[config.mk]
export PLATFORM = sky130hd
export DESIGN_NAME = mcast_filter
export DESIGN_NICKNAME = d
export VERILOG_FILES = /design/src/rtl/mcf_pkg.sv /design/src/rtl/mcf_prog.sv /design/src/rtl/mcf_crc.sv /design/src/rtl/mcf_match.sv /design/src/rtl/mcast_filter.sv
export SDC_FILE = /design/constraint.sdc
export NUM_CORES = 1
export LEC_CHECK = 0
export BUFFER_PORTS_ARGS = -buffer_cell sky130_fd_sc_hd__buf_2
export CAP_MARGIN = 20
export CORE_MARGIN = 2
export CORE_UTILIZATION = 55
export DETAILED_ROUTE_END_ITERATION = 16
export PLACE_DENSITY = 0.8
export REMOVE_ABC_BUFFERS = 1
export SETUP_SLACK_MARGIN = 0.05
export SLEW_MARGIN = 25
export SYNTH_ARGS = -nofsm -noshare
export SYNTH_HDL_FRONTEND = slang
export SYNTH_HIERARCHICAL = 1
export SYNTH_SLANG_ARGS = --single-unit
[constraint.sdc]
create_clock -name clk_i -period 4.79 [get_ports clk_i]
set_input_delay 0.958 -clock clk_i [delete_from_list [all_inputs] [get_ports clk_i]]
set_output_delay 0.958 -clock clk_i [all_outputs]
set_load 0.1 [all_outputs]
[src/rtl/mcf_pkg.sv]
package mcf_pkg;
  localparam int MAC_BYTES = 6;
  localparam int TBL_BYTES = 8;
  localparam int TBL_BITS  = TBL_BYTES * 8;
  localparam int HASH_W    = $clog2(TBL_BITS);
  localparam int CRC_W     = 32;
  localparam logic [CRC_W-1:0] CRC_POLY = 32'hEDB88320;

  typedef enum logic [1:0] {
    SEL_CFG  = 2'd0,
    SEL_CTRL = 2'd1,
    SEL_STA  = 2'd2,
    SEL_FLT  = 2'd3
  } reg_sel_e;

  localparam int CFG_RXEN = 0;
  localparam int CFG_PROM = 1;
  localparam int CTL_CHG  = 0;
  localparam int CTL_LRST = 1;
  localparam int CTL_PRST = 2;

  // one byte into a reflected CRC, lsb first
  function automatic logic [CRC_W-1:0] crc_byte(input logic [CRC_W-1:0] c, input logic [7:0] d);
    logic [CRC_W-1:0] r;
    r = c;
    for (int i = 0; i < 8; i++) begin
      if (r[0] ^ d[i]) r = (r >> 1) ^ CRC_POLY;
      else             r = r >> 1;
    end
    return r;
  endfunction
endpackage

[src/rtl/mcf_prog.sv]
module mcf_prog
  import mcf_pkg::*;
#(
  parameter int CHG_DELAY = 3
) (
  input  logic                   clk_i,
  input  logic                   rst_ni,
  input  logic                   wr_i,
  input  logic [1:0]             sel_i,
  input  logic [7:0]             wdata_i,
  output logic                   addr_chg_o,
  output logic                   rx_en_o,
  output logic                   promisc_o,
  output logic [MAC_BYTES*8-1:0] sta_o,
  output logic [TBL_BITS-1:0]    tbl_o
);
  localparam int CNT_W  = $clog2(CHG_DELAY + 1);
  localparam int PPTR_W = $clog2(MAC_BYTES + 1);
  localparam int LPTR_W = $clog2(TBL_BYTES + 1);

  logic                   busy_q, load_q, rxen_q, prom_q;
  logic [CNT_W-1:0]       cnt_q;
  logic [PPTR_W-1:0]      pptr_q;
  logic [LPTR_W-1:0]      lptr_q;
  logic [MAC_BYTES*8-1:0] sta_q;
  logic [TBL_BITS-1:0]    tbl_q;

  reg_sel_e sel;
  logic wr_cfg, wr_ctl, sta_ok, flt_ok, chg_req;

  always_comb begin
    sel     = reg_sel_e'(sel_i);
    wr_cfg  = wr_i && (sel == SEL_CFG);
    wr_ctl  = wr_i && (sel == SEL_CTRL);
    chg_req = wr_ctl && wdata_i[CTL_CHG];
    sta_ok  = wr_i && (sel == SEL_STA) && load_q && (pptr_q < PPTR_W'(MAC_BYTES));
    flt_ok  = wr_i && (sel == SEL_FLT) && load_q && (lptr_q < LPTR_W'(TBL_BYTES));
  end

  // change handshake and pointers
  always_ff @(posedge clk_i or negedge rst_ni) begin
    if (!rst_ni) begin
      busy_q <= 1'b0;
      load_q <= 1'b0;
      cnt_q  <= '0;
      pptr_q <= '0;
      lptr_q <= '0;
    end else begin
      if (wr_ctl) begin
        load_q <= 1'b0;
        if (wdata_i[CTL_CHG]) begin
          busy_q <= 1'b1;
          cnt_q  <= CNT_W'(CHG_DELAY);
          if (wdata_i[CTL_LRST]) lptr_q <= '0;
          if (wdata_i[CTL_PRST]) pptr_q <= '0;
        end else begin
          busy_q <= 1'b0;
        end
      end else if (busy_q) begin
        cnt_q <= cnt_q - 1'b1;
        if (cnt_q == CNT_W'(1)) begin
          busy_q <= 1'b0;
          load_q <= 1'b1;
        end
      end
      if (sta_ok) pptr_q <= pptr_q + 1'b1;
      if (flt_ok) lptr_q <= lptr_q + 1'b1;
    end
  end

  always_ff @(posedge clk_i or negedge rst_ni) begin
    if (!rst_ni) begin
      sta_q <= '0;
      tbl_q <= '0;
    end else begin
      for (int b = 0; b < MAC_BYTES; b++)
        if (sta_ok && pptr_q == PPTR_W'(b)) sta_q[b*8 +: 8] <= wdata_i;
      for (int b = 0; b < TBL_BYTES; b++)
        if (flt_ok && lptr_q == LPTR_W'(b)) tbl_q[b*8 +: 8] <= wdata_i;
    end
  end

  // any filter change drops the receiver until config is rewritten
  always_ff @(posedge clk_i or negedge rst_ni) begin
    if (!rst_ni) begin
      rxen_q <= 1'b0;
      prom_q <= 1'b0;
    end else if (wr_cfg) begin
      rxen_q <= wdata_i[CFG_RXEN];
      prom_q <= wdata_i[CFG_PROM];
    end else if (chg_req || sta_ok || flt_ok) begin
      rxen_q <= 1'b0;
    end
  end

  assign addr_chg_o = busy_q;
  assign rx_en_o    = rxen_q;
  assign promisc_o  = prom_q;
  assign sta_o      = sta_q;
  assign tbl_o      = tbl_q;
endmodule

[src/rtl/mcf_crc.sv]
module mcf_crc
  import mcf_pkg::*;
(
  input  logic              clk_i,
  input  logic              rst_ni,
  input  logic              start_i,
  input  logic              step_i,
  input  logic [7:0]        data_i,
  output logic [HASH_W-1:0] hash_o
);
  logic [CRC_W-1:0] crc_q, seed, crc_nx;

  always_comb begin
    seed   = start_i ? '1 : crc_q;
    crc_nx = crc_byte(seed, data_i);
    hash_o = crc_nx[CRC_W-1 -: HASH_W];
  end

  always_ff @(posedge clk_i or negedge rst_ni) begin
    if (!rst_ni)     crc_q <= '1;
    else if (step_i) crc_q <= crc_nx;
  end
endmodule

[src/rtl/mcf_match.sv]
module mcf_match
  import mcf_pkg::*;
(
  input  logic                   clk_i,
  input  logic                   rst_ni,
  input  logic                   valid_i,
  input  logic                   sof_i,
  input  logic [7:0]             data_i,
  input  logic [MAC_BYTES*8-1:0] sta_i,
  input  logic [TBL_BITS-1:0]    tbl_i,
  input  logic                   rx_en_i,
  input  logic                   promisc_i,
  input  logic [HASH_W-1:0]      hash_i,
  output logic                   crc_start_o,
  output logic                   crc_step_o,
  output logic                   match_valid_o,
  output logic                   match_accept_o
);
  localparam int IDX_W = $clog2(MAC_BYTES + 1);

  logic [IDX_W-1:0] cnt_q;
  logic eq_q, bc_q, mc_q, valid_q, acc_q;
  logic start, mid, last;
  logic [7:0] sta_b;
  logic eq_nx, bc_nx, mc_nx, acc_nx;

  always_comb begin
    start = valid_i && sof_i;
    mid   = valid_i && !sof_i && (cnt_q < IDX_W'(MAC_BYTES));
    last  = mid && (cnt_q == IDX_W'(MAC_BYTES - 1));
    sta_b = sta_i[7:0];
    for (int b = 1; b < MAC_BYTES; b++)
      if (!start && cnt_q == IDX_W'(b)) sta_b = sta_i[b*8 +: 8];
    eq_nx  = (start || eq_q) && (data_i == sta_b);
    bc_nx  = (start || bc_q) && (data_i == 8'hFF);
    mc_nx  = start ? data_i[0] : mc_q;
    acc_nx = rx_en_i && (bc_nx || promisc_i || (mc_nx ? tbl_i[hash_i] : eq_nx));
  end

  always_ff @(posedge clk_i or negedge rst_ni) begin
    if (!rst_ni) begin
      cnt_q   <= IDX_W'(MAC_BYTES);
      eq_q    <= 1'b0;
      bc_q    <= 1'b0;
      mc_q    <= 1'b0;
      valid_q <= 1'b0;
      acc_q   <= 1'b0;
    end else begin
      if (start || mid) begin
        eq_q <= eq_nx;
        bc_q <= bc_nx;
        mc_q <= mc_nx;
      end
      if (start) begin
        cnt_q   <= IDX_W'(1);
        valid_q <= 1'b0;
        acc_q   <= 1'b0;
      end else if (mid) begin
        cnt_q <= cnt_q + 1'b1;
      end
      if (last) begin
        valid_q <= 1'b1;
        acc_q   <= acc_nx;
      end
    end
  end

  assign crc_start_o    = start;
  assign crc_step_o     = start || mid;
  assign match_valid_o  = valid_q;
  assign match_accept_o = acc_q;
endmodule

[src/rtl/mcast_filter.sv]
module mcast_filter
  import mcf_pkg::*;
#(
  parameter int CHG_DELAY = 3
) (
  input  logic       clk_i,
  input  logic       rst_ni,
  input  logic       reg_wr_i,
  input  logic [1:0] reg_sel_i,
  input  logic [7:0] reg_wdata_i,
  input  logic       rx_valid_i,
  input  logic       rx_sof_i,
  input  logic [7:0] rx_data_i,
  output logic       addr_chg_o,
  output logic       rx_en_o,
  output logic       promisc_o,
  output logic       match_valid_o,
  output logic       match_accept_o
);
  logic [MAC_BYTES*8-1:0] sta;
  logic [TBL_BITS-1:0]    tbl;
  logic [HASH_W-1:0]      hash;
  logic                   crc_start, crc_step;

  mcf_prog #(.CHG_DELAY(CHG_DELAY)) u_prog (
    .clk_i      (clk_i),
    .rst_ni     (rst_ni),
    .wr_i       (reg_wr_i),
    .sel_i      (reg_sel_i),
    .wdata_i    (reg_wdata_i),
    .addr_chg_o (addr_chg_o),
    .rx_en_o    (rx_en_o),
    .promisc_o  (promisc_o),
    .sta_o      (sta),
    .tbl_o      (tbl)
  );

  mcf_crc u_crc (
    .clk_i   (clk_i),
    .rst_ni  (rst_ni),
    .start_i (crc_start),
    .step_i  (crc_step),
    .data_i  (rx_data_i),
    .hash_o  (hash)
  );

  mcf_match u_match (
    .clk_i          (clk_i),
    .rst_ni         (rst_ni),
    .valid_i        (rx_valid_i),
    .sof_i          (rx_sof_i),
    .data_i         (rx_data_i),
    .sta_i          (sta),
    .tbl_i          (tbl),
    .rx_en_i        (rx_en_o),
    .promisc_i      (promisc_o),
    .hash_i         (hash),
    .crc_start_o    (crc_start),
    .crc_step_o     (crc_step),
    .match_valid_o  (match_valid_o),
    .match_accept_o (match_accept_o)
  );
endmodule

== Word-level counts from Yosys, hierarchy flattened ==
Index checks and enable logic that the tools add are counted.

* Bits of input ports: 23
* Word-level logic and storage cells: 181
* Flip-flop bits (word level): 165
* Output and inout bits: 5

* Equality and inequality tests: 24
* Order comparisons: 4
* Reductions and logical operators: 62
* Bitwise logic cells: 16
* Add/subtract/negate cells: 4
* Multiplexer cells: 43

{| class="wikitable"
|+ Operator list
! kind !! count
|-
| 32-bit two-way mux || 9
|-
| 13-bit inverter with 14-bit output || 8
|-
| 8-bit two-way mux || 5
|-
| 1-bit logical AND || 35
|-
| 2-bit nonzero test || 11
|-
| 3-bit two-way mux || 6
|-
| 4-bit by 3-bit equality test with 1-bit output (second input constant) || 4
|-
| 4-bit two-way mux || 4
|-
| 1-bit two-way mux || 15
|-
| 3-bit by 2-bit equality test with 1-bit output (second input constant) || 4
|-
| 3-bit equality test (second input constant) || 4
|-
| 4-bit by 2-bit equality test with 1-bit output (second input constant) || 2
|-
| 8-bit equality test || 1
|-
| 8-bit equality test (second input constant) || 1
|-
| 1-bit bitwise XOR || 8
|-
| 1-bit logical OR || 7
|-
| 6-bit by 7-bit less-than comparator with 1-bit output (second input constant) || 1
|-
| 3-bit by 1-bit adder with 3-bit output (second input constant) || 2
|-
| 1-bit binary-select mux with 6-bit select || 1
|-
| 3-bit by 1-bit equality test with 1-bit output (second input constant) || 2
|-
| 3-bit less-than comparator (second input constant) || 2
|-
| 2-bit two-way mux || 3
|-
| 3-bit AND reduction || 2
|-
| 4-bit by 1-bit adder with 4-bit output (second input constant) || 1
|-
| 11 further kinds || 15
|}

== Depth between registers and ports, before layout ==
Gate-level depths: netlist of the first run.

* Word-level depth: 24
* Depth in mapped cells: 19
* Depth with buffers taken out: 13

== By module ==
Netlist of the first run, hierarchy kept.

{| class="wikitable"
|+ By module, submodules not included
! module !! seq. area each (µm²) !! area each (µm²) !! cells each !! instances
|-
| mcf_prog || 3128.0 || 5137.4 || 330 || 1
|-
| mcf_crc || 840.8 || 2270.9 || 207 || 1
|-
| mcf_match || 202.7 || 1851.8 || 220 || 1
|}

== Worst setup path after synthesis of the first run ==
No wires, ideal clock.

* Kind: in2reg
* Start: in rx_sof_i
* End: reg u_match.acc_q, in the netlist u_match/match_accept_o
* Required time: 4.663 ns
* Stages: 19
* Setup slack: 0.424 ns
* Arrival: 4.240 ns
* Path buffers: 6
* Library setup time: 0.127 ns
* Cell sequence: nand2_2 -> inv_2 -> buf_6 -> buf_4 -> buf_2 -> nor2_1 -> xnor2_2 -> xor2_1 -> xnor2_1 -> buf_4 -> buf_2 -> buf_1 -> mux4_2 -> mux2i_1 -> nand3_1 -> nand4_1 -> nor2_1 -> nor4b_1 -> o2bb2ai_1

* Elaborated cells on any way between the ends: 54
* Classes of those cells: 1 x eq/ne; 19 x mux; 15 x bitwise; 19 x reduce/logical

{| class="wikitable"
|+ RTL lines
! what !! RTL line !! RTL
|-
| start: declaration || mcast_filter.sv:12 || <nowiki>input logic rx_sof_i,</nowiki>
|-
| 1-bit logical AND * || mcf_match.sv:28 || <nowiki>start = valid_i && sof_i;</nowiki>
|-
| named net crc_start || mcast_filter.sv:23 || <nowiki>logic crc_start, crc_step;</nowiki>
|-
| 32-bit two-way mux * || mcf_crc.sv:14 || <nowiki>seed = start_i ? '1 : crc_q;</nowiki>
|-
| 32-bit two-way mux * (3 in series) || mcf_pkg.sv:27 || <nowiki>if (r[0] ^ d[i]) r = (r >> 1) ^ CRC_POLY;</nowiki>
|-
| 1-bit bitwise XOR || mcf_pkg.sv:27 ||
|-
| 32-bit two-way mux * || mcf_pkg.sv:27 ||
|-
| 13-bit inverter with 14-bit output (no line) || -- ||
|-
| 32-bit two-way mux * || mcf_pkg.sv:27 ||
|-
| [... 4 more ...] || -- ||
|-
| 32-bit two-way mux * || mcf_pkg.sv:27 ||
|-
| named net u_crc.crc_nx[27] || mcf_crc.sv:11 || <nowiki>logic [CRC_W-1:0] crc_q, seed, crc_nx;</nowiki>
|-
| 1-bit binary-select mux with 6-bit select * || mcf_match.sv:37 || <nowiki>acc_nx = rx_en_i && (bc_nx || promisc_i || (mc_nx ? tbl_i[hash_i] : eq_nx));</nowiki>
|-
| 1-bit two-way mux (not written as such) * || mcf_match.sv:37 ||
|-
| 1-bit two-way mux * || mcf_match.sv:37 ||
|-
| 1-bit logical OR * || mcf_match.sv:37 ||
|-
| 1-bit logical AND * || mcf_match.sv:37 ||
|-
| 1-bit two-way mux * || mcf_match.sv:61 || <nowiki>if (last) begin</nowiki>
|-
| end signal: assignment || mcf_match.sv:63 || <nowiki>acc_q <= acc_nx;</nowiki>
|-
| end: declaration || mcf_match.sv:22 || <nowiki>logic eq_q, bc_q, mc_q, valid_q, acc_q;</nowiki>
|}

Mark *: on every way through the listed nets, which the timed path passes. The select of a mux whose other input is x is not followed.
A chain may end at the register's enable or synchronous reset.

== Worst setup path in the final report of the first run ==
* Start: in rx_sof_i
* End: reg u_match.acc_q, in the netlist u_match/match_accept_o

* Word-level cells in the longest chain between the ends: 21
* Elaborated cells on any way between the ends: 54
* Classes of those cells: 1 x eq/ne; 19 x mux; 15 x bitwise; 19 x reduce/logical

{| class="wikitable"
|+ RTL lines
! what !! RTL line !! RTL
|-
| 1-bit logical AND * || mcf_match.sv:28 ||
|-
| named net crc_start || mcast_filter.sv:23 ||
|-
| 32-bit two-way mux * || mcf_crc.sv:14 ||
|-
| 32-bit two-way mux * (2 in series) || mcf_pkg.sv:27 ||
|-
| 1-bit bitwise XOR || mcf_pkg.sv:27 ||
|-
| 32-bit two-way mux * || mcf_pkg.sv:27 ||
|-
| 13-bit inverter with 14-bit output (no line) || -- ||
|-
| 32-bit two-way mux * || mcf_pkg.sv:27 ||
|-
| [... 6 more ...] || -- ||
|-
| 32-bit two-way mux * || mcf_pkg.sv:27 ||
|-
| named net hash[0] || mcast_filter.sv:22 || <nowiki>logic [HASH_W-1:0] hash;</nowiki>
|-
| 1-bit binary-select mux with 6-bit select * || mcf_match.sv:37 ||
|-
| 1-bit two-way mux (not written as such) * || mcf_match.sv:37 ||
|-
| 1-bit two-way mux * || mcf_match.sv:37 ||
|-
| 1-bit logical OR * || mcf_match.sv:37 ||
|-
| 1-bit logical AND * || mcf_match.sv:37 ||
|-
| 1-bit two-way mux * || mcf_match.sv:61 ||
|}

Marks and branches as above.

==> flow_summary.yaml, run 1 <==
global_routing:
  grt_max_degree: 111
  grt_use_total_pct: 25.0
  grt_pass1_vias: 6488
  grt_pass1_wl_um: 34500
  grt_overflow: 0
  antenna_found_initial: 0
yosys:
  netlist_area_mm2: 0.00926
  yosysWarnings: 6
  seq_area_frac_synth_pct: 45.0
  synth-edff-count: 0
  synth_ff_type: "dfrtp_1"
  synth.area.top_cells: "dfrtp_1 35%, mux2_2 17%, dfstp_2 9.6%, xnor2_1 4.8%, mux4_2 3.9%"
  synth_top_area_cell: "dfrtp_1"
  avgSynthCellArea_um2: 12.2
  synth_top_area_share_pct: 35.4
  synth-seq-cells: 165
  synthArstFlopShare_pct: 100
  synthCells: 757
  synth.distinct_cells: 80
cells_and_area:
  nets: 809
  final_util_pct: 61.6
  drive_above_1_share_pct: 37.7
  multiInputGateArea_mm2: 0.00480
  ff_latch_area_mm2: 0.00417
  final_area_mm2: 0.0102
  n_antenna_cell: 0
  mostFrequentLayoutCell: "mux2_2"
  final_cell_mix: "139 x mux2_2, 131 x dfrtp_1, 57 x nor2_1"
  fillerInstances: 1272
  layout-area-overhead-vs-synth_pct: 10.0
critical_path:
  regToRegSetupSlack_ns: 1.07
  crit_fanout: 13
  crit_arrival_ns: 4.24
  worstRegToRegCells: 13
  crit_path_start_kind: "input port"
  critPathKind: "in -> reg"
  reg2reg_to: "u_match/match_accept_o$_DFFE_PN0P_"
  r2r_start: "u_crc/crc_q[0]$_DFFE_PN1P_"
  crit_required_ns: 5.10
  cp-end-kind: "flip-flop"
die:
  io_pins: 28
  die_h_um: 134
  initial_core_util_pct: 56.0
  core_mm2: 0.0165
  fp-row-count: 47
  die-area_mm2: 0.0179
  die_x_um: 134
placed_design:
  gp_congestion: 0.934
  io_buffers: 27
  dpl_cell_area_mm2: 0.00956
  dp_hpwl_um: 14500
cts:
  cts_made_buffers: 17
  cts_root_buf: "clkbuf_16"
  ctsHoldBuffers: 0
  cts_buffer_depth: 2
  clock_sinks: 165
  clk_latency_ns: 0.43
  cts_tree: "done"
  post_cts_buffers: 0
  cts_max_level: 4
  cts_resized: 0
  clkSlewWorstSetupHoldPaths_ns: 0.06
sta:
  finalCritPeriodShare_pct: 82.0
  fmax_mhz: 255
  finalHoldViolCount: 0
  slew_violations: 0
  setup_viol: 0
  period_minus_slack_ns: 3.93
  skew_ns: 0.00653
  slew_headroom_pct: 34.2
  tns_ns: 0
  worstMarginPinSlew_ns: 0.987
  rsz0062_at_grt: "no"
drt:
  ant_nets: 0
  first_pass_iters: 5
  wl_per_cell_um: 21.1
  vias: 6164
  via_per_inst: 6.15
  drc: 0
  wirelength_um: 21100
  drt_iter0_drc: 472
run_status:
  outcome: "complete, no violations"
worst_hold_path:
  min_path_type: "reg -> reg"
  hold_path_depth: 1
  hp-start: "u_prog/tbl_o[54]$_DFFE_PN0P_"
  hold-path-endpoint: "u_prog/tbl_o[54]$_DFFE_PN0P_"
pwr:
  total_power_uw: 7530
  p_per_area_mw_per_mm2: 739
  leakage_uw: 0.00456
  p_switching_uw: 2860
  combPwrFrac_pct: 52.3
  swShare_pct: 38.0
  ir_drop_mv: 0.608
  power.internal_uw: 4670
  clockPowerShare_pct: 18.7
  power_frac_seq_pct: 29.0
flow_run:
  cap_viol_max_count: 0
layout make-up:
type                       count  area share, %
clock buffer                  17           4.18
clock inverter                13           1.72
inverter                      23          0.847
multi-input combinational    525           47.1
sequential                   165           40.9
tap                          220           2.70
timing repair buffer          39           2.49
power groups by stage:
stage | Combinational, uW | Sequential, uW | Clock (uW)
global route | 4230 | 2230 | 1480
finish | 3940 | 2190 | 1410
global placement | 3780 | 2170 | 0
floorplan | 2980 | 2150 | 0
detailed placement | 3880 | 2200 | 0
CTS | 3920 | 2180 | 1430
cell usage after synthesis, drive strengths merged (3+ instances only):
library cell / number
a2111oi: 6
a211oi: 3
a21o: 6
a21oi: 30
a221oi: 4
a22o: 4
a22oi: 5
a31oi: 3
and2: 5
and3: 5
buf: 28
clkbuf: 16
dfrtp: 131
dfstp: 34
ha: 15
inv: 23
mux2: 139
mux2i: 8
mux4: 16
nand2: 19
nand2b: 11
nand3: 8
nand3b: 4
nand4: 7
nor2: 60
nor2b: 9
nor3: 8
nor4: 4
o21ai: 17
o2bb2ai: 3
o32ai: 4
xnor2: 58
xnor3: 4
xor2: 23
per-layer routing:
layer	GRT usage, %	vias to the layer above	routed length (um)
li1	-	2743	-
met1	33.7	3193	9390
met2	40.1	189	10300
met3	5.18	39	1080
met4	9.04	0	393
met5	0	-	0
stage by stage:
step | instances | worst slack (ns) | hold WS [ns]
after floorplan | 713 | -0.261 | 0.460
after global placement | 971 | 0.566 | 0.485
after detailed placement | 971 | 0.435 | 0.494
after CTS | 1001 | 0.866 | 0.508
after global routing | 1002 | 0.603 | 0.516
final | 1002 | 0.862 | 0.505
worst max path at each step:
stage / cells past startpoint / to / slack, ns / from
floorplan: 13 / u_match/match_accept_o$_DFFE_PN0P_ / -0.26 / rx_sof_i
global placement: 15 / u_match/match_accept_o$_DFFE_PN0P_ / 0.57 / rx_sof_i
detailed placement: 15 / u_match/match_accept_o$_DFFE_PN0P_ / 0.44 / rx_sof_i
CTS: 15 / u_match/match_accept_o$_DFFE_PN0P_ / 0.87 / rx_sof_i
global route: 15 / u_match/match_accept_o$_DFFE_PN0P_ / 0.60 / rx_sof_i
finish: 15 / u_match/match_accept_o$_DFFE_PN0P_ / 0.86 / rx_sof_i
critical path, cell delays in order:
cell,delay (ns)
buf_2,0.15
nand2_2,0.08
inv_2,0.18
nor2_1,0.15
xnor2_4,0.28
xnor3_2,0.45
xnor2_2,0.14
buf_4,0.27
mux4_2,0.52
a221oi_1,0.32
o21ai_0,0.16
nand4_1,0.12
nor2_1,0.05
nor4b_1,0.30
o2bb2ai_1,0.09
kinds of logic (layout without fill, tap and decap cells):
group | Yosys count | in the layout | share of synthesized area (%)
muxes | 163 | 163 | 21.7
AOI/OAI and AO/OA | 109 | 109 | 8.47
adders and majority gates | 15 | 15 | 2.03
DFF | 165 | 165 | 45.0
buffers and inverters | 67 | 92 | 3.40
xor gates and xnor gates | 85 | 85 | 9.54
and+or+nand+nor | 153 | 153 | 9.85
flip-flops by register name, indices dropped and copies added (netlist names), 2 cells and up:
signal,count
u_prog/tbl_o,64
u_prog/cnt_q,2
u_match/cnt_q,3
u_prog/pptr_q,3
u_crc/crc_q,32
u_prog/lptr_q,4
u_prog/sta_o,48
Note: power is estimated with default switching activity, not from simulation.
==> run 2: changes to the inputs <==
- ABC_AREA: default -> 1
- PLACE_DENSITY: 0.8 -> 0.82
- clock period: 4.79 -> 3.6 ns (I/O delays scaled with it)
==> run 2 against run 1 <==
Compared with the run above: core utilization grew 0.66 points; synthesized cell count grew 81%; combinational power shrank 2%; area after synthesis grew 6.6%; wire length grew 17%.
==> flow_summary.yaml, run 2 <==
cells_and_area:
  fillerInstances: 1535
  n_antenna_cell: 0
  mostFrequentLayoutCell: "nand2_1"
  final_cell_mix: "564 x nand2_1, 164 x nand3_1, 131 x dfrtp_1"
  drive_above_1_share_pct: 13.2
  largest_reg_flops: 64
  layout-area-overhead-vs-synth_pct: 9.91
  multiInputGateArea_mm2: 0.00489
  ff_latch_area_mm2: 0.00417
  nets: 1437
yosys:
  synth_top_area_share_pct: 33.2
  synth_top_cells_by_count: "564 x nand2_1, 164 x nand3_1, 131 x dfrtp_1"
  synthCells: 1372
  avgSynthCellArea_um2: 7.20
  synthArstFlopShare_pct: 100
  yosysWarnings: 6
  seq_area_frac_synth_pct: 42.3
  yosysMostFrequentCell: "nand2_1"
  synth.area.top_cells: "dfrtp_1 33%, nand2_1 21%, dfstp_2 9.0%, nand3_1 8.3%, inv_1 4.4%"
  synth.distinct_cells: 39
  synth_ff_type: "dfrtp_1"
  synth_top_area_cell: "dfrtp_1"
  netlist_area_mm2: 0.00987
  synth-seq-cells: 165
  synth-edff-count: 0
drt:
  ant_nets: 0
  vias: 9001
  wirelength_um: 24700
  wl_per_cell_um: 15.1
  drc: 0
  via_per_inst: 5.50
  drt_iter0_drc: 931
  first_pass_iters: 6
die:
  core_mm2: 0.0174
  initial_core_util_pct: 56.7
  die_x_um: 138
  die_h_um: 138
  io_pins: 28
  fp-row-count: 48
  die-area_mm2: 0.0190
sta:
  setup_ws_ns: 0.346
  setup_viol: 0
  slew_headroom_pct: 56.0
  worstMarginPinSlew_ns: 0.660
  finalHoldViolCount: 0
  finalCritPeriodShare_pct: 90.4
  skew_ns: 0.00776
  fmax_mhz: 307
  whs_ns: 0.295
  period_minus_slack_ns: 3.25
  rsz0062_at_grt: "no"
  slew_violations: 0
global_routing:
  grt_use_total_pct: 27.8
  antenna_found_initial: 0
  grt_max_degree: 69
  grt_pass1_wl_um: 41300
  grt_overflow: 0
  grt_pass1_vias: 8502
cts:
  clk_latency_ns: 0.43
  clkSlewWorstSetupHoldPaths_ns: 0.06
  cts_made_buffers: 17
  cts_resized: 0
  cts_buffer_depth: 2
  clock_sinks: 165
  post_cts_buffers: 0
  ctsHoldBuffers: 0
  cts_tree: "done"
  cts_root_buf: "clkbuf_16"
  cts_max_level: 4
pwr:
  p_switching_uw: 3530
  power.internal_uw: 4760
  power_frac_seq_pct: 31.9
  leakage_uw: 0.00571
  ir_drop_mv: 0.534
  swShare_pct: 42.5
  combPwrFrac_pct: 46.4
  p_per_area_mw_per_mm2: 764
  clockPowerShare_pct: 21.6
placed_design:
  gp_congestion: 0.916
  place_ws_ns: -0.0380
  io_buffers: 27
  dp_hpwl_um: 16800
critical_path:
  crit_fanout: 10
  cpMostUsedCell: "nand2_1"
  cpMaxStageDelayCell: "o21ai_0"
  crit_chain: "buf_2, nand2_4, inv_1, o21ai_0, nand2_4, buf_4, xnor2_4, buf_4, xor2_1, clkinv_1, nand3_1, nand2_1, a21oi_1, nand2_1, o211ai_1, nand2_1, a21oi_1, nand2_1, nand2_1, nand2_1"
  max_stage_delay_ns: 0.33
  cp-end-kind: "flip-flop"
  crit_required_ns: 3.92
  crit_arrival_ns: 3.58
  crit_path_start_kind: "input port"
  critPathKind: "in -> reg"
worst_hold_path:
  min_path_type: "in -> async"
run_status:
  outcome: "complete, no violations"
flow_run:
  cap_viol_max_count: 0
[run 2: per-stage QoR]
stage / utilization (%) / cell area [um^2] / total power (uW) / std cells / setup TNS [ns]
floorplan: - / 9530 / 5220 / 1316 / -1.07
detailed placement: 59.0 / 10300 / 6420 / 1605 / -0.0380
global route: 62.3 / 10900 / 8900 / 1637 / 0
finish: 62.3 / 10900 / 8290 / 1637 / 0
global placement: 59.0 / 10300 / 6310 / 1605 / 0
CTS: 62.3 / 10900 / 8260 / 1637 / 0
[run 2: layout make-up]
cell class,count,area share [%]
sequential,165,38.4
clock buffer,21,4.24
clock inverter,11,1.06
multi-input combinational,1028,45.1
timing repair buffer,64,4.32
tap,225,2.59
inverter,123,4.25
[run 2: path summary, 6_finish.rpt]
path                                        startpoint                                 end  slack (ns)  cells after the start
min in group clk_i         u_crc/crc_q[18]$_DFFE_PN1P_         u_crc/crc_q[18]$_DFFE_PN1P_        0.47                      2
hold / removal                                  rst_ni   u_match/match_valid_o$_DFFE_PN0P_        0.29                      1
hold reg to reg            u_crc/crc_q[18]$_DFFE_PN1P_         u_crc/crc_q[18]$_DFFE_PN1P_        0.47                      2
max in group asynchronous                       rst_ni         u_crc/crc_q[21]$_DFFE_PN1P_        2.48                      2
setup / recovery                              rx_sof_i  u_match/match_accept_o$_DFFE_PN0P_        0.35                     20
setup reg to reg            u_crc/crc_q[4]$_DFFE_PN1P_  u_match/match_accept_o$_DFFE_PN0P_        0.65                     17
[run 2: power groups by stage]
| stage | sequential, uW | combinational [uW] | clock [uW] |
|---|---|---|---|
| 6_report | 2650 | 3850 | 1790 |
| 3_5_place_dp | 2670 | 3760 | 0 |
| 3_3_place_gp | 2650 | 3660 | 0 |
| 4_1_cts | 2640 | 3800 | 1820 |
| 5_1_grt | 2700 | 4290 | 1910 |
| 2_1_floorplan | 2660 | 2560 | 0 |
[run 2: logic make-up after synthesis]
family / Yosys count / share of synthesized area [%]
xor gates and xnor gates: 34 / 3.36
and+or+nand+nor: 873 / 38.8
adders and majority gates: 15 / 1.90
AOI/OAI and AO/OA: 106 / 5.54
buffers and inverters: 179 / 8.20
DFF: 165 / 42.3
[run 2: metal layers]
layer | GRT usage [%] | vias to the layer above | routed length (um) | part of all wire, %
met1 | 38.3 | 4234 | 10800 | 44
li1 | - | 4363 | - | -
met5 | 0 | - | 0 | 0
met2 | 43.9 | 360 | 11600 | 47
met4 | 9.58 | 0 | 500 | 2.0
met3 | 5.45 | 44 | 1780 | 7.2
[run 2: critical path, delay by kind of cell]
family,cells,cell delay (ns)
buffers and inverters,5,0.93
AO/OA/AOI/OAI,4,0.69
AND/OR/NAND/NOR,9,0.83
XOR/XNOR,2,0.39
==> run 3: changes to the inputs <==
- CELL_PAD_IN_SITES_DETAIL_PLACEMENT: default -> 0
- CELL_PAD_IN_SITES_GLOBAL_PLACEMENT: default -> 1
- CORE_UTILIZATION: 55 -> 42
- PLACE_DENSITY: 0.82 -> 0.85
==> run 3 against run 2 <==
Compared with the run above: sequential share of layout area shrank 0.63 points; die area grew 30%; register-to-register slack gained 0.10 ns; sequential cell count is the same; setup slack gained 0.12 ns.
==> flow_summary.yaml, run 3 (synthesized netlist as in run 2, its figures left out) <==
die:
  die_x_um: 157
  core_mm2: 0.0233
  die-area_mm2: 0.0247
  initial_core_util_pct: 42.4
  fp-row-count: 56
  die_h_um: 157
  io_pins: 28
worst_hold_path:
  min_path_type: "in -> async"
placed_design:
  dp_hpwl_um: 18000
  gp_congestion: 0.855
  io_buffers: 27
  place_ws_ns: -0.0165
pwr:
  clockPowerShare_pct: 22.3
  p_per_area_mw_per_mm2: 761
  power_frac_seq_pct: 31.5
  ir_drop_mv: 0.380
  combPwrFrac_pct: 46.3
  power.internal_uw: 4840
  swShare_pct: 42.3
  leakage_uw: 0.00575
  p_switching_uw: 3550
cts:
  clk_latency_ns: 0.43
  cts_tree: "done"
  cts_max_level: 4
  clock_sinks: 165
  cts_buffer_depth: 2
  cts_root_buf: "clkbuf_16"
  cts_made_buffers: 17
  ctsHoldBuffers: 0
  clkSlewWorstSetupHoldPaths_ns: 0.07
  post_cts_buffers: 0
drt:
  dr_wl_met3_um: 1170
  drt_iter0_drc: 605
  ant_nets: 0
  dr_wl_met2_um: 12200
  first_pass_iters: 5
  wirelength_um: 26000
  top_layer: "met4"
  wl_per_cell_um: 15.0
  via_per_inst: 4.99
  met1_length_um: 12300
  vias: 8657
  drc: 0
critical_path:
  max_stage_delay_ns: 0.28
  crit_required_ns: 3.93
  cpMostUsedCell: "nand2_1"
  crit_fanout: 32
  cpMaxStageDelayCell: "o31ai_2"
  critPathKind: "in -> reg"
  crit_path_start_kind: "input port"
  crit_arrival_ns: 3.46
  cp-end-kind: "flip-flop"
  crit_chain: "buf_2, nand2_4, inv_1, buf_4, nor2_1, nor2_1, nor2_1, nand2_1, nand2_2, nand2_1, nand2_1, nand2_1, and2_1, buf_12, o21ai_0, nor2_1, o31ai_2, nand2_1, nand3b_1, nand2_1, a21oi_1, nand2_1, nand2_1, nand2_1"
sta:
  slew_violations: 0
  fmax_mhz: 319
  whs_ns: 0.320
  finalHoldViolCount: 0
  setup_viol: 0
  finalCritPeriodShare_pct: 87.0
  period_minus_slack_ns: 3.13
  slew_headroom_pct: 50.1
  skew_ns: 0.0115
  rsz0062_at_grt: "no"
  worstMarginPinSlew_ns: 0.749
  setup_ws_ns: 0.468
cells_and_area:
  nets: 1443
  fillerInstances: 2382
  n_antenna_cell: 0
  final_cell_mix: "564 x nand2_1, 164 x nand3_1, 131 x dfrtp_1"
  drive_above_1_share_pct: 13.7
  largest_reg_flops: 64
  mostFrequentLayoutCell: "nand2_1"
  layout-area-overhead-vs-synth_pct: 11.7
global_routing:
  grt_max_degree: 78
  antenna_found_initial: 0
  grt_overflow: 0
  grt_pass1_vias: 8413
  grt_pass1_wl_um: 42800
  grt_use_total_pct: 22.1
flow_run:
  cap_viol_max_count: 0
run_status:
  outcome: "complete, no violations"
[run 3: cell count changes in the layout (fill, tap and decap cells not counted), sizes merged]
cell / before / now
clkinv: 3 / 4
bufinv: 1 / 2
buf: 64 / 70
clkbuf: 21 / 17
inv: 127 / 128
[run 3: cell type report]
| type | count | area [um^2] | area share [%] |
|---|---|---|---|
| multi-input cells | 1028 | 4900 | 44.4 |
| flip-flops and latches | 165 | 4170 | 37.8 |
| repair buffers | 70 | 514 | 4.66 |
| inverters | 123 | 462 | 4.19 |
| clock buffers | 17 | 425 | 3.86 |
| well taps | 319 | 399 | 3.62 |
| clock inverters | 14 | 163 | 1.47 |
[run 3: metrics by stage]
stage               utilization, %  std cells  TNS (ns)  power, uW  instance area, um^2
floorplan                        -       1316     -1.07       5220                 9530
global placement              44.9       1705         0       6470                10400
detailed placement            44.9       1705   -0.0165       6530                10400
CTS                           47.4       1736         0       8430                11000
global route                  47.4       1736         0       9080                11000
finish                        47.4       1736         0       8390                11000
[run 3: routing by layer]
metal  vias to the layer above  track usage (%)
met5                         -                0
met4                         0             6.28
met3                        32             4.27
met2                       173             35.9
met1                      4081             30.0
li1                       4371                -
[run 3: final timing paths]
check / from / end / slack [ns] / cells past startpoint
setup / recovery: rx_sof_i / u_match/match_accept_o$_DFFE_PN0P_ / 0.47 / 24
hold / removal: rst_ni / u_prog/pptr_q[1]$_DFFE_PN0P_ / 0.32 / 1
setup reg to reg: u_crc/crc_q[7]$_DFFE_PN1P_ / u_match/match_accept_o$_DFFE_PN0P_ / 0.75 / 21
hold reg to reg: u_crc/crc_q[22]$_DFFE_PN1P_ / u_crc/crc_q[22]$_DFFE_PN1P_ / 0.47 / 2
max in group asynchronous: rst_ni / u_prog/sta_o[32]$_DFFE_PN0P_ / 2.36 / 2
min in group clk_i: u_crc/crc_q[22]$_DFFE_PN1P_ / u_crc/crc_q[22]$_DFFE_PN1P_ / 0.47 / 2
[run 3: power groups by stage]
stage | sequential (uW) | clock, uW | combinational (uW)
after floorplan | 2660 | 0 | 2560
after global placement | 2660 | 0 | 3800
after detailed placement | 2670 | 0 | 3850
after CTS | 2640 | 1910 | 3880
after global routing | 2690 | 1980 | 4400
final | 2640 | 1870 | 3880
[run 3: timing repair]
action	4_1_cts	5_1_grt
setup endpoints to repair	0	1
resized for setup	0	2
hold endpoints to repair	0	0
[run 3: worst max-delay path: cells and delay by family]
family	cells	cell delay, ns
AND/OR/NAND/NOR	17	1.55
AO/OA/AOI/OAI	3	0.57
buffers and inverters	4	0.59
